==> src/rtl/pcr_pkg.sv <==
package pcr_pkg;

    localparam int ADDR_W = 16;
    localparam int DATA_W = 8;
    localparam int MSG_W  = 8;
    localparam int SUB_W  = 4;
    localparam int SIZE_W = 8;

    localparam logic [MSG_W-1:0] MSG_PWR_CTRL = 8'hFF;
    localparam logic [SUB_W-1:0] SUB_WRITE    = 4'd0;
    localparam logic [SUB_W-1:0] SUB_READ     = 4'd1;
    localparam logic [SUB_W-1:0] SUB_RMW      = 4'd2;

    // payload multipliers per item and fixed masked-update layout
    localparam int RD_BYTES_PER_ITEM = 2;
    localparam int WR_BYTES_PER_ITEM = 3;
    localparam int RMW_SIZE          = 4;
    localparam int RMW_VAL_POS       = 2;
    localparam int RMW_MASK_POS      = 3;

    typedef enum logic [1:0] {
        OP_WR  = 2'd0,
        OP_RD  = 2'd1,
        OP_RMW = 2'd2
    } op_e;

    typedef enum logic [1:0] {
        ST_IDLE  = 2'd0,
        ST_ISSUE = 2'd1,
        ST_CAPT  = 2'd2,
        ST_MOD   = 2'd3
    } st_e;

    function automatic logic [DATA_W-1:0] merge_bits(
        input logic [DATA_W-1:0] old_v,
        input logic [DATA_W-1:0] new_v,
        input logic [DATA_W-1:0] sel
    );
        return (old_v & ~sel) | (new_v & sel);
    endfunction

endpackage

==> src/rtl/pcr_req_decode.sv <==
module pcr_req_decode
    import pcr_pkg::*;
#(
    parameter int MAX_ITEMS = 5,
    parameter int IDX_W     = 3
) (
    input  logic [MSG_W-1:0]  msg_i,
    input  logic [SUB_W-1:0]  sub_i,
    input  logic [SIZE_W-1:0] size_i,
    output logic              ok_o,
    output op_e               op_o,
    output logic [IDX_W-1:0]  count_o
);

    logic [MAX_ITEMS:1] rd_hit;
    logic [MAX_ITEMS:1] wr_hit;

    for (genvar k = 1; k <= MAX_ITEMS; k++) begin : g_hit
        assign rd_hit[k] = (size_i == SIZE_W'(RD_BYTES_PER_ITEM * k));
        assign wr_hit[k] = (size_i == SIZE_W'(WR_BYTES_PER_ITEM * k));
    end

    always_comb begin
        ok_o    = 1'b0;
        op_o    = OP_WR;
        count_o = '0;
        if (msg_i == MSG_PWR_CTRL) begin
            case (sub_i)
                SUB_WRITE: begin
                    op_o = OP_WR;
                    for (int k = 1; k <= MAX_ITEMS; k++) begin
                        if (wr_hit[k]) begin
                            count_o = IDX_W'(k);
                            ok_o    = 1'b1;
                        end
                    end
                end
                SUB_READ: begin
                    op_o = OP_RD;
                    for (int k = 1; k <= MAX_ITEMS; k++) begin
                        if (rd_hit[k]) begin
                            count_o = IDX_W'(k);
                            ok_o    = 1'b1;
                        end
                    end
                end
                SUB_RMW: begin
                    op_o = OP_RMW;
                    if (size_i == SIZE_W'(RMW_SIZE)) begin
                        count_o = IDX_W'(1);
                        ok_o    = 1'b1;
                    end
                end
                default: ok_o = 1'b0;
            endcase
        end
    end

    always_comb begin
        if (ok_o) begin
            AST_CNT_RANGE: assert (count_o != '0 && int'(count_o) <= MAX_ITEMS);
        end
    end

endmodule

==> src/rtl/pcr_rsp_store.sv <==
module pcr_rsp_store
    import pcr_pkg::*;
#(
    parameter int RSP_BYTES = 16,
    parameter int IDX_W     = 3
) (
    input  logic                      clk,
    input  logic                      rst,
    input  logic                      clr_i,
    input  logic                      wr_i,
    input  logic [IDX_W-1:0]          idx_i,
    input  logic [DATA_W-1:0]         data_i,
    output logic [RSP_BYTES*8-1:0]    rsp_o
);

    localparam int PW = $clog2(RSP_BYTES * 8);

    logic [RSP_BYTES*8-1:0] rsp_q;
    logic [PW-1:0]          pos;

    assign pos   = PW'({idx_i, 3'b000});
    assign rsp_o = rsp_q;

    always_ff @(posedge clk) begin
        if (rst || clr_i) begin
            rsp_q <= '0;
        end else if (wr_i) begin
            rsp_q[pos +: DATA_W] <= data_i;
        end
    end

    AST_CAP_IN_RANGE: assert property (@(posedge clk) disable iff (rst)
        wr_i |-> (int'(idx_i) < RSP_BYTES && !clr_i));

endmodule

==> src/rtl/pcr_seq.sv <==
module pcr_seq
    import pcr_pkg::*;
#(
    parameter int MAX_ITEMS = 5,
    parameter int REQ_BYTES = 20,
    parameter int IDX_W     = 3
) (
    input  logic                    clk,
    input  logic                    rst,
    input  logic                    start_i,
    input  logic                    ok_i,
    input  op_e                     op_i,
    input  logic [IDX_W-1:0]        count_i,
    input  logic [REQ_BYTES*8-1:0]  req_buf_i,
    output logic [ADDR_W-1:0]       reg_addr_o,
    output logic [DATA_W-1:0]       reg_wdata_o,
    output logic                    reg_we_o,
    input  logic [DATA_W-1:0]       reg_rdata_i,
    output logic                    clr_o,
    output logic                    cap_en_o,
    output logic [IDX_W-1:0]        cap_idx_o,
    output logic [DATA_W-1:0]       cap_data_o,
    output logic                    busy_o,
    output logic                    done_o,
    output logic                    err_o
);

    localparam int BIX_W = $clog2(REQ_BYTES);
    localparam int PW    = $clog2(REQ_BYTES * 8);

    st_e                    st_q;
    op_e                    op_q;
    logic [IDX_W-1:0]       cnt_q;
    logic [IDX_W-1:0]       idx_q;
    logic [REQ_BYTES*8-1:0] req_q;
    logic [DATA_W-1:0]      old_q;
    logic                   done_q;
    logic                   err_q;

    logic                   accept;
    logic                   last;
    logic [BIX_W-1:0]       lo_ix;
    logic [BIX_W-1:0]       hi_ix;
    logic [BIX_W-1:0]       wd_ix;

    function automatic logic [DATA_W-1:0] req_byte(input logic [BIX_W-1:0] ix);
        return req_q[PW'({ix, 3'b000}) +: DATA_W];
    endfunction

    assign accept = start_i && (st_q == ST_IDLE) && !done_q;
    assign last   = (idx_q == cnt_q - IDX_W'(1));
    assign lo_ix  = BIX_W'({idx_q, 1'b0});
    assign hi_ix  = lo_ix + BIX_W'(1);
    assign wd_ix  = BIX_W'({cnt_q, 1'b0}) + BIX_W'(idx_q);

    assign reg_addr_o  = {req_byte(hi_ix), req_byte(lo_ix)};
    assign reg_we_o    = ((st_q == ST_ISSUE) && (op_q == OP_WR)) || (st_q == ST_MOD);
    assign reg_wdata_o = (st_q == ST_MOD)
                       ? merge_bits(old_q, req_byte(BIX_W'(RMW_VAL_POS)), req_byte(BIX_W'(RMW_MASK_POS)))
                       : req_byte(wd_ix);

    assign clr_o      = accept;
    assign cap_en_o   = (st_q == ST_CAPT) && (op_q == OP_RD);
    assign cap_idx_o  = idx_q;
    assign cap_data_o = reg_rdata_i;

    assign busy_o = (st_q != ST_IDLE) || done_q;
    assign done_o = done_q;
    assign err_o  = err_q;

    always_ff @(posedge clk) begin
        if (rst) begin
            st_q   <= ST_IDLE;
            op_q   <= OP_WR;
            cnt_q  <= '0;
            idx_q  <= '0;
            req_q  <= '0;
            old_q  <= '0;
            done_q <= 1'b0;
            err_q  <= 1'b0;
        end else begin
            done_q <= 1'b0;
            err_q  <= 1'b0;
            case (st_q)
                ST_IDLE: begin
                    if (accept) begin
                        req_q <= req_buf_i;
                        op_q  <= op_i;
                        cnt_q <= count_i;
                        idx_q <= '0;
                        if (ok_i) begin
                            st_q <= ST_ISSUE;
                        end else begin
                            done_q <= 1'b1;
                            err_q  <= 1'b1;
                        end
                    end
                end
                ST_ISSUE: begin
                    if (op_q == OP_WR) begin
                        if (last) begin
                            st_q   <= ST_IDLE;
                            done_q <= 1'b1;
                        end else begin
                            idx_q <= idx_q + IDX_W'(1);
                        end
                    end else begin
                        st_q <= ST_CAPT;
                    end
                end
                ST_CAPT: begin
                    if (op_q == OP_RMW) begin
                        old_q <= reg_rdata_i;
                        st_q  <= ST_MOD;
                    end else if (last) begin
                        st_q   <= ST_IDLE;
                        done_q <= 1'b1;
                    end else begin
                        idx_q <= idx_q + IDX_W'(1);
                        st_q  <= ST_ISSUE;
                    end
                end
                ST_MOD: begin
                    st_q   <= ST_IDLE;
                    done_q <= 1'b1;
                end
                default: st_q <= ST_IDLE;
            endcase
        end
    end

    AST_DONE_PULSE: assert property (@(posedge clk) disable iff (rst)
        done_o |=> !done_o);
    AST_ERR_WITH_DONE: assert property (@(posedge clk) disable iff (rst)
        err_o |-> done_o);
    AST_BAD_REQ_NO_ACCESS: assert property (@(posedge clk) disable iff (rst)
        (accept && !ok_i) |=> (done_o && err_o && !reg_we_o));
    AST_START_SETS_BUSY: assert property (@(posedge clk) disable iff (rst)
        (start_i && !busy_o) |=> busy_o);
    AST_RMW_SAME_ADDR: assert property (@(posedge clk) disable iff (rst)
        (reg_we_o && op_q == OP_RMW) |-> $stable(reg_addr_o));

endmodule

==> src/rtl/pcr_access_engine.sv <==
module pcr_access_engine
    import pcr_pkg::*;
#(
    parameter int MAX_ITEMS = 5,
    parameter int REQ_BYTES = 20,
    parameter int RSP_BYTES = 16
) (
    input  logic                    clk,
    input  logic                    rst,
    input  logic                    start_i,
    input  logic [MSG_W-1:0]        msg_type_i,
    input  logic [SUB_W-1:0]        sub_id_i,
    input  logic [SIZE_W-1:0]       size_i,
    input  logic [REQ_BYTES*8-1:0]  req_buf_i,
    output logic [ADDR_W-1:0]       reg_addr_o,
    output logic [DATA_W-1:0]       reg_wdata_o,
    output logic                    reg_we_o,
    input  logic [DATA_W-1:0]       reg_rdata_i,
    output logic [RSP_BYTES*8-1:0]  rsp_buf_o,
    output logic                    busy_o,
    output logic                    done_o,
    output logic                    err_o
);

    localparam int IDX_W = $clog2(MAX_ITEMS + 1);

    logic              dec_ok;
    op_e               dec_op;
    logic [IDX_W-1:0]  dec_cnt;
    logic              clr;
    logic              cap_en;
    logic [IDX_W-1:0]  cap_idx;
    logic [DATA_W-1:0] cap_data;

    pcr_req_decode #(
        .MAX_ITEMS (MAX_ITEMS),
        .IDX_W     (IDX_W)
    ) u_dec (
        .msg_i   (msg_type_i),
        .sub_i   (sub_id_i),
        .size_i  (size_i),
        .ok_o    (dec_ok),
        .op_o    (dec_op),
        .count_o (dec_cnt)
    );

    pcr_seq #(
        .MAX_ITEMS (MAX_ITEMS),
        .REQ_BYTES (REQ_BYTES),
        .IDX_W     (IDX_W)
    ) u_seq (
        .clk         (clk),
        .rst         (rst),
        .start_i     (start_i),
        .ok_i        (dec_ok),
        .op_i        (dec_op),
        .count_i     (dec_cnt),
        .req_buf_i   (req_buf_i),
        .reg_addr_o  (reg_addr_o),
        .reg_wdata_o (reg_wdata_o),
        .reg_we_o    (reg_we_o),
        .reg_rdata_i (reg_rdata_i),
        .clr_o       (clr),
        .cap_en_o    (cap_en),
        .cap_idx_o   (cap_idx),
        .cap_data_o  (cap_data),
        .busy_o      (busy_o),
        .done_o      (done_o),
        .err_o       (err_o)
    );

    pcr_rsp_store #(
        .RSP_BYTES (RSP_BYTES),
        .IDX_W     (IDX_W)
    ) u_store (
        .clk    (clk),
        .rst    (rst),
        .clr_i  (clr),
        .wr_i   (cap_en),
        .idx_i  (cap_idx),
        .data_i (cap_data),
        .rsp_o  (rsp_buf_o)
    );

endmodule

==> config.mk <==
export PLATFORM = sky130hd
export DESIGN_NAME = pcr_access_engine
export DESIGN_NICKNAME = d
export VERILOG_FILES = /design/src/rtl/pcr_pkg.sv /design/src/rtl/pcr_req_decode.sv /design/src/rtl/pcr_rsp_store.sv /design/src/rtl/pcr_seq.sv /design/src/rtl/pcr_access_engine.sv
export SDC_FILE = /design/constraint.sdc
export NUM_CORES = 1
export LEC_CHECK = 0
export BUFFER_PORTS_ARGS = -buffer_cell sky130_fd_sc_hd__buf_2
export CAP_MARGIN = 20
export CORE_ASPECT_RATIO = 0.7
export CORE_MARGIN = 5
export CORE_UTILIZATION = 45
export CTS_CLUSTER_SIZE = 20
export DETAILED_ROUTE_END_ITERATION = 7
export HOLD_SLACK_MARGIN = 0.03
export PLACE_DENSITY = 0.7
export REMOVE_ABC_BUFFERS = 1
export SLEW_MARGIN = 20
export SYNTH_ARGS = -nofsm -noshare
export SYNTH_HDL_FRONTEND = slang
export SYNTH_SLANG_ARGS = --single-unit
==> constraint.sdc <==
create_clock -name clk -period 3.4 [get_ports clk]
set_input_delay 0.68 -clock clk [delete_from_list [all_inputs] [get_ports clk]]
set_output_delay 0.68 -clock clk [all_outputs]
set_load 0.01 [all_outputs]
; After elaboration in Yosys (flattened, before gate mapping)
; Index checks and enable logic that the tools add are counted.
[word_totals]
word_cells = 113
register_bits = 308
output_inout_bits = 156
[op_classes]
n_eq_ne = 23
bitwise = 5
add_sub_neg = 5
n_reduce_logical = 18
shift = 5
muxes = 48
[ops]
columns = op, count
row1 = $shiftx A160 B9 Y8, 2
row2 = $shiftx A160 B8 Y8, 1
row3 = $bwmux W128, 1
row4 = $shift A8 B9 Y128 const A, 1
row5 = $shiftx A8 B9 Y128, 1
row6 = $eq A8 B4 Y1 const B, 5
row7 = $mux W3, 9
row8 = $mux W1, 21
row9 = $mux W2, 10
row10 = $pmux W3 S3, 2
row11 = $and A8 B8 Y8, 2
row12 = $eq A8 B2 Y1 const B, 2
row13 = $eq A8 B3 Y1 const B, 2
row14 = $neg A6 Y9, 1
row15 = $eq A8 B8 Y1 const B, 1
row16 = $mux W8, 1
row17 = $not A8 Y8, 1
row18 = $or A8 B8 Y8, 1
row19 = $pmux W2 S4, 1
row20 = $eq A2 B2 Y1 const B, 3
row21 = $ne A2 B2 Y1 const B, 3
row22 = $add A4 B1 Y5 const B, 1
row23 = $add A4 B3 Y5, 1
row24 = $eq A2 B1 Y1 const B, 2
row25 = 22 further kinds, 29

; Depth between registers and ports, before layout
[depth]
word_depth = 11
depth_mapped = 11

; By module
; Synthesis repeated with hierarchy kept, for this count alone.
[hier_totals]
cells_unflattened = 1455
area_unflattened_um2 = 13763.2
[modules_own_cells]
columns = module, cells_per_inst, seq_area_each_um2, n_inst, area_each_um2
row1 = pcr_seq, 993, 3603.5, 1, 9029.9
row2 = pcr_rsp_store, 419, 2562.5, 1, 4471.8
row3 = pcr_req_decode, 43, 0.0, 1, 261.5

; Worst setup path after synthesis
; OpenSTA, ideal clock, no wires.
[synth_timing]
kind = reg2out
start = register u_seq.idx_q[1], in the netlist u_seq.cap_idx_o[1]
end = output port reg_wdata_o[0]
path_slack_ns = 0.393
path_stages_with_launch = 8
t_arrival_ns = 2.327
t_required_ns = 2.720
cell_sequence = dfxtp_1 -> ha_1 -> fa_1 -> xor2_1 -> buf_4 -> mux2i_1 -> o22ai_1 -> or2_2
[synth_via]
elab_chain_len = 3
[synth_lines]
columns = element, line_no
row1 = start: declaration, pcr_seq.sv:34  ; logic [IDX_W-1:0] idx_q;
row2 = start signal: assignment, pcr_seq.sv:105  ; idx_q <= idx_q + IDX_W'(1);
row3 = start signal: assignment, pcr_seq.sv:119  ; idx_q <= idx_q + IDX_W'(1);
row4 = $add A4 B3 Y5, pcr_seq.sv:54  ; assign wd_ix = BIX_W'({cnt_q, 1'b0}) + BIX_W'(idx_q);
row5 = $shiftx A160 B9 Y8, pcr_seq.sv:47  ; return req_q[PW'({ix, 3'b000}) +: DATA_W];
row6 = $mux W8, pcr_seq.sv:59  ; ? merge_bits(old_q, req_byte(BIX_W'(RMW_VAL_POS)), req_byte(BIX_W'(RMW_MASK_POS)))
row7 = end: declaration, pcr_access_engine.sv:16  ; output logic [DATA_W-1:0] reg_wdata_o,
; Every way passes these cells.

; Final worst setup path
[layout_timing]
start = register u_seq.idx_q[1], in the netlist u_seq.cap_idx_o[1]
end = output port reg_wdata_o[1]
; Same word-level chain as after synthesis.

==> results.txt <==
GRT Total Usage: 0.239
Port Buffers: 346
Top_reg_cell synth: dfxtp_1
CP Capture Type: output pin
Root Buffer: clkbuf_16
FP Rows: 52
Final core utilization: 0.569
Share of cells above drive strength 1: 0.277
Synth Instances: 1537
Yosys top cell by area: dfxtp_1
Register area share after synthesis: 0.459
P_leak: 0.00686 uW
Largest net degree at the start of global routing: 182
Final critical-path required period: 3.55 ns
TritonCTS clock tree: yes
Initial Util: 0.461
Max-slew headroom: 0.340
Pwr Total: 8280 uW
Total number of yosys warnings: 0
VDD IR max: 0.359 mV
Final Hold Fails: 0
Average cell area after synthesis: 8.74 sq um
Status: finished with violations
H-tree depth: 1
Final setup violation count: 2
Die Area: 33500 sq um
FMAX: 0.282 GHz
Max-cap violation count: 0
Reg clk slew, reported paths: 0.07 ns
Critical Path RT: 2.72 ns
Hold buffer count at cts: 0
# DRC: 0
Vias: 12200
Area of the mapped netlist: 13400 sq um
Least-Margin Pin Slew: 0.988 ns
RSZ-0062 raised after global routing: true
GP Congestion: 0.852
Worst EP arrival: 2.87 ns
Crit path max fanout: 6
Via density: 5.49
DIE WIDTH: 217 um
Failing checks: setup timing
Fin Clk Skew: 0.00978 ns
Worst skew pair latency: 0.56 ns
Maximum root-to-sink buffer count: 3
Seq cells post-synth: 308
NumNets Final: 2033
Pre-antenna DRT Iters: 5
Fin Setup TNS: -0.167 ns
Area contributors post-synth: dfxtp_1 (46%), nand2_1 (12%), mux4_2 (11%), a21oi_1 (9.8%), mux2i_1 (3.5%)
Initial antenna violation count: 3
TritonCTS Buffers: 30
Setup CP Type: reg2out
Antenna Violating Nets Remaining: 0
Number of global-route vias before repair: 12000
Clock sinks: 308
Pwr per Cell Area: 499 nW/um^2
I/O pins: 347
Wire per inst: 18.8 um
Max-slew violations: 0
Worst R2R Path Depth: 8
Hold crit path type: in2reg
Top cell type's share of synthesized area: 0.459
Worst Slack Setup Final: -0.152 ns
Async SR Flop Fraction: 0
Post-synth cell types: 49
GR Overflow Total: 0
Area Overhead vs Synth: 23.4%
Core area: 29100 sq um
DRT iter0 DRCs: 1173
Setup crit start kind: flip-flop
Die span in y: 155 um
Layout filler cell count: 2604
Detail Placement HPWL: 29900 um
Fin crit share: 1.04
Post-synth EDFFs: 0
DRT Wirelength: 41900 um
First-pass GRT wire length: 65500 um
Hold path depth: 3
## layer usage
layer,vias to the layer above,share of wire,global-route usage
li1,5875,-,-
met1,5730,0.43,0.331
met2,563,0.45,0.380
met3,75,0.095,0.0586
met4,0,0.025,0.0611
met5,-,0,0
## synth_stat cells (3+ instances only)
library cell,instances
a211oi_1,9
a21o_1,3
a21oi_1,262
a221o_1,8
a31oi_1,8
and2_1,57
and3_1,6
buf_1,5
buf_2,11
buf_4,6
clkbuf_1,94
dfxtp_1,308
ha_1,13
inv_1,11
mux2i_1,47
mux4_2,65
nand2_1,427
nand2b_1,7
nand3_1,65
nand4_1,15
nand4b_1,3
nor2_1,35
nor2b_1,3
nor3_1,12
nor3b_1,3
nor4_1,3
o21ai_0,7
o22ai_1,9
or2_1,5
or2_2,5
xor2_1,3
## per-stage QoR
step           hold WS, ns  setup WS [ns]  instances  area (sq um)
6_report             0.354         -0.152       2231         16600
5_1_grt              0.338         -0.217       2231         16600
4_1_cts              0.326         -0.197       2222         16500
3_5_place_dp         0.438          0.366       2166         15400
3_3_place_gp         0.436          0.438       2166         15400
2_1_floorplan        0.427          -3.54       1418         12900
## worst paths after layout
check,slack [ns],endpoint,startpoint
min,0.35,u_seq.req_q[131],req_buf_i[131]
max,-0.15,reg_wdata_o[1],u_seq.cap_idx_o[1]
min reg2reg,0.45,u_store.rsp_o[23],u_store.rsp_o[23]
max reg2reg,0.52,u_store.rsp_o[1],u_seq.cap_idx_o[0]
## report_power, final
group	internal, uW	total (uW)	leakage (uW)	switching (uW)
Clock	2060	3460	0.000506	1410
Combinational	390	930	0.00385	541
Sequential	3760	3890	0.00251	128
## logic make-up after synthesis
kind of cell	synth area share
simple gates	0.213
compound gates	0.126
flops	0.459
buf+inv	0.0402
mux	0.144
fa+ha+maj	0.0136
xor+xnor	0.00493
## sequential cells by signal (all words and copies together), names as in the netlist
register         cells
u_seq.cap_idx_o      3
u_seq.cnt_q          3
u_seq.done_o         1
u_seq.err_o          1
u_seq.old_q          8
u_seq.op_q           2
u_seq.req_q        160
u_seq.st_q           2
u_store.rsp_o      128
## cell type report
type | instances | area (sq um) | share of cell area
Timing Repair Buffer | 378 | 2070 | 0.125
Inverter | 11 | 41.3 | 0.00249
Clock buffer | 40 | 850 | 0.0512
Tap cell | 378 | 473 | 0.0285
Sequential cell | 308 | 6180 | 0.373
Multi-Input combinational cell | 1099 | 6780 | 0.409
Antenna cell | 3 | 7.51 | 0.000453
Clock inverter | 14 | 183 | 0.0110
## critical path: stages, from the launching register on
cell     delay, ns
dfxtp_4       0.36
ha_4          0.16
fa_2          0.61
mux4_2        0.34
mux4_2        0.50
a21o_1        0.21
buf_6         0.13
## cells in the final DEF, fill, tap and decap left out, types with 4 or more instances in the layout
| cell type | count |
|---|---|
| or2_2 | 5 |
| buf_2 | 344 |
| buf_12 | 6 |
| nand3_1 | 65 |
| nand4_1 | 15 |
| and3_1 | 6 |
| mux2i_1 | 47 |
| clkinv_2 | 6 |
| buf_6 | 4 |
| and2_1 | 57 |
| nor3_1 | 11 |
| nand2b_1 | 5 |
| o21ai_0 | 7 |
| bufinv_16 | 4 |
| ha_1 | 12 |
| a21oi_1 | 262 |
| nor2_1 | 34 |
| inv_1 | 11 |
| a221o_1 | 8 |
| clkbuf_8 | 4 |
| nand2_1 | 427 |
| clkbuf_1 | 5 |
| a211oi_1 | 9 |
| or2_1 | 5 |
| o22ai_1 | 9 |
| mux4_2 | 65 |
| a31oi_1 | 8 |
| clkbuf_16 | 31 |
| dfxtp_1 | 304 |
| buf_4 | 23 |
## repair_timing
action | 4_1_cts | 5_1_grt
setup endpoints to repair | 8 | 8
pin swaps | 2 | 2
gates resized for setup | 8 | 3
gates cloned | 0 | 0
setup buffers | 2 | 6
Note: power is estimated with default switching activity, not from simulation.
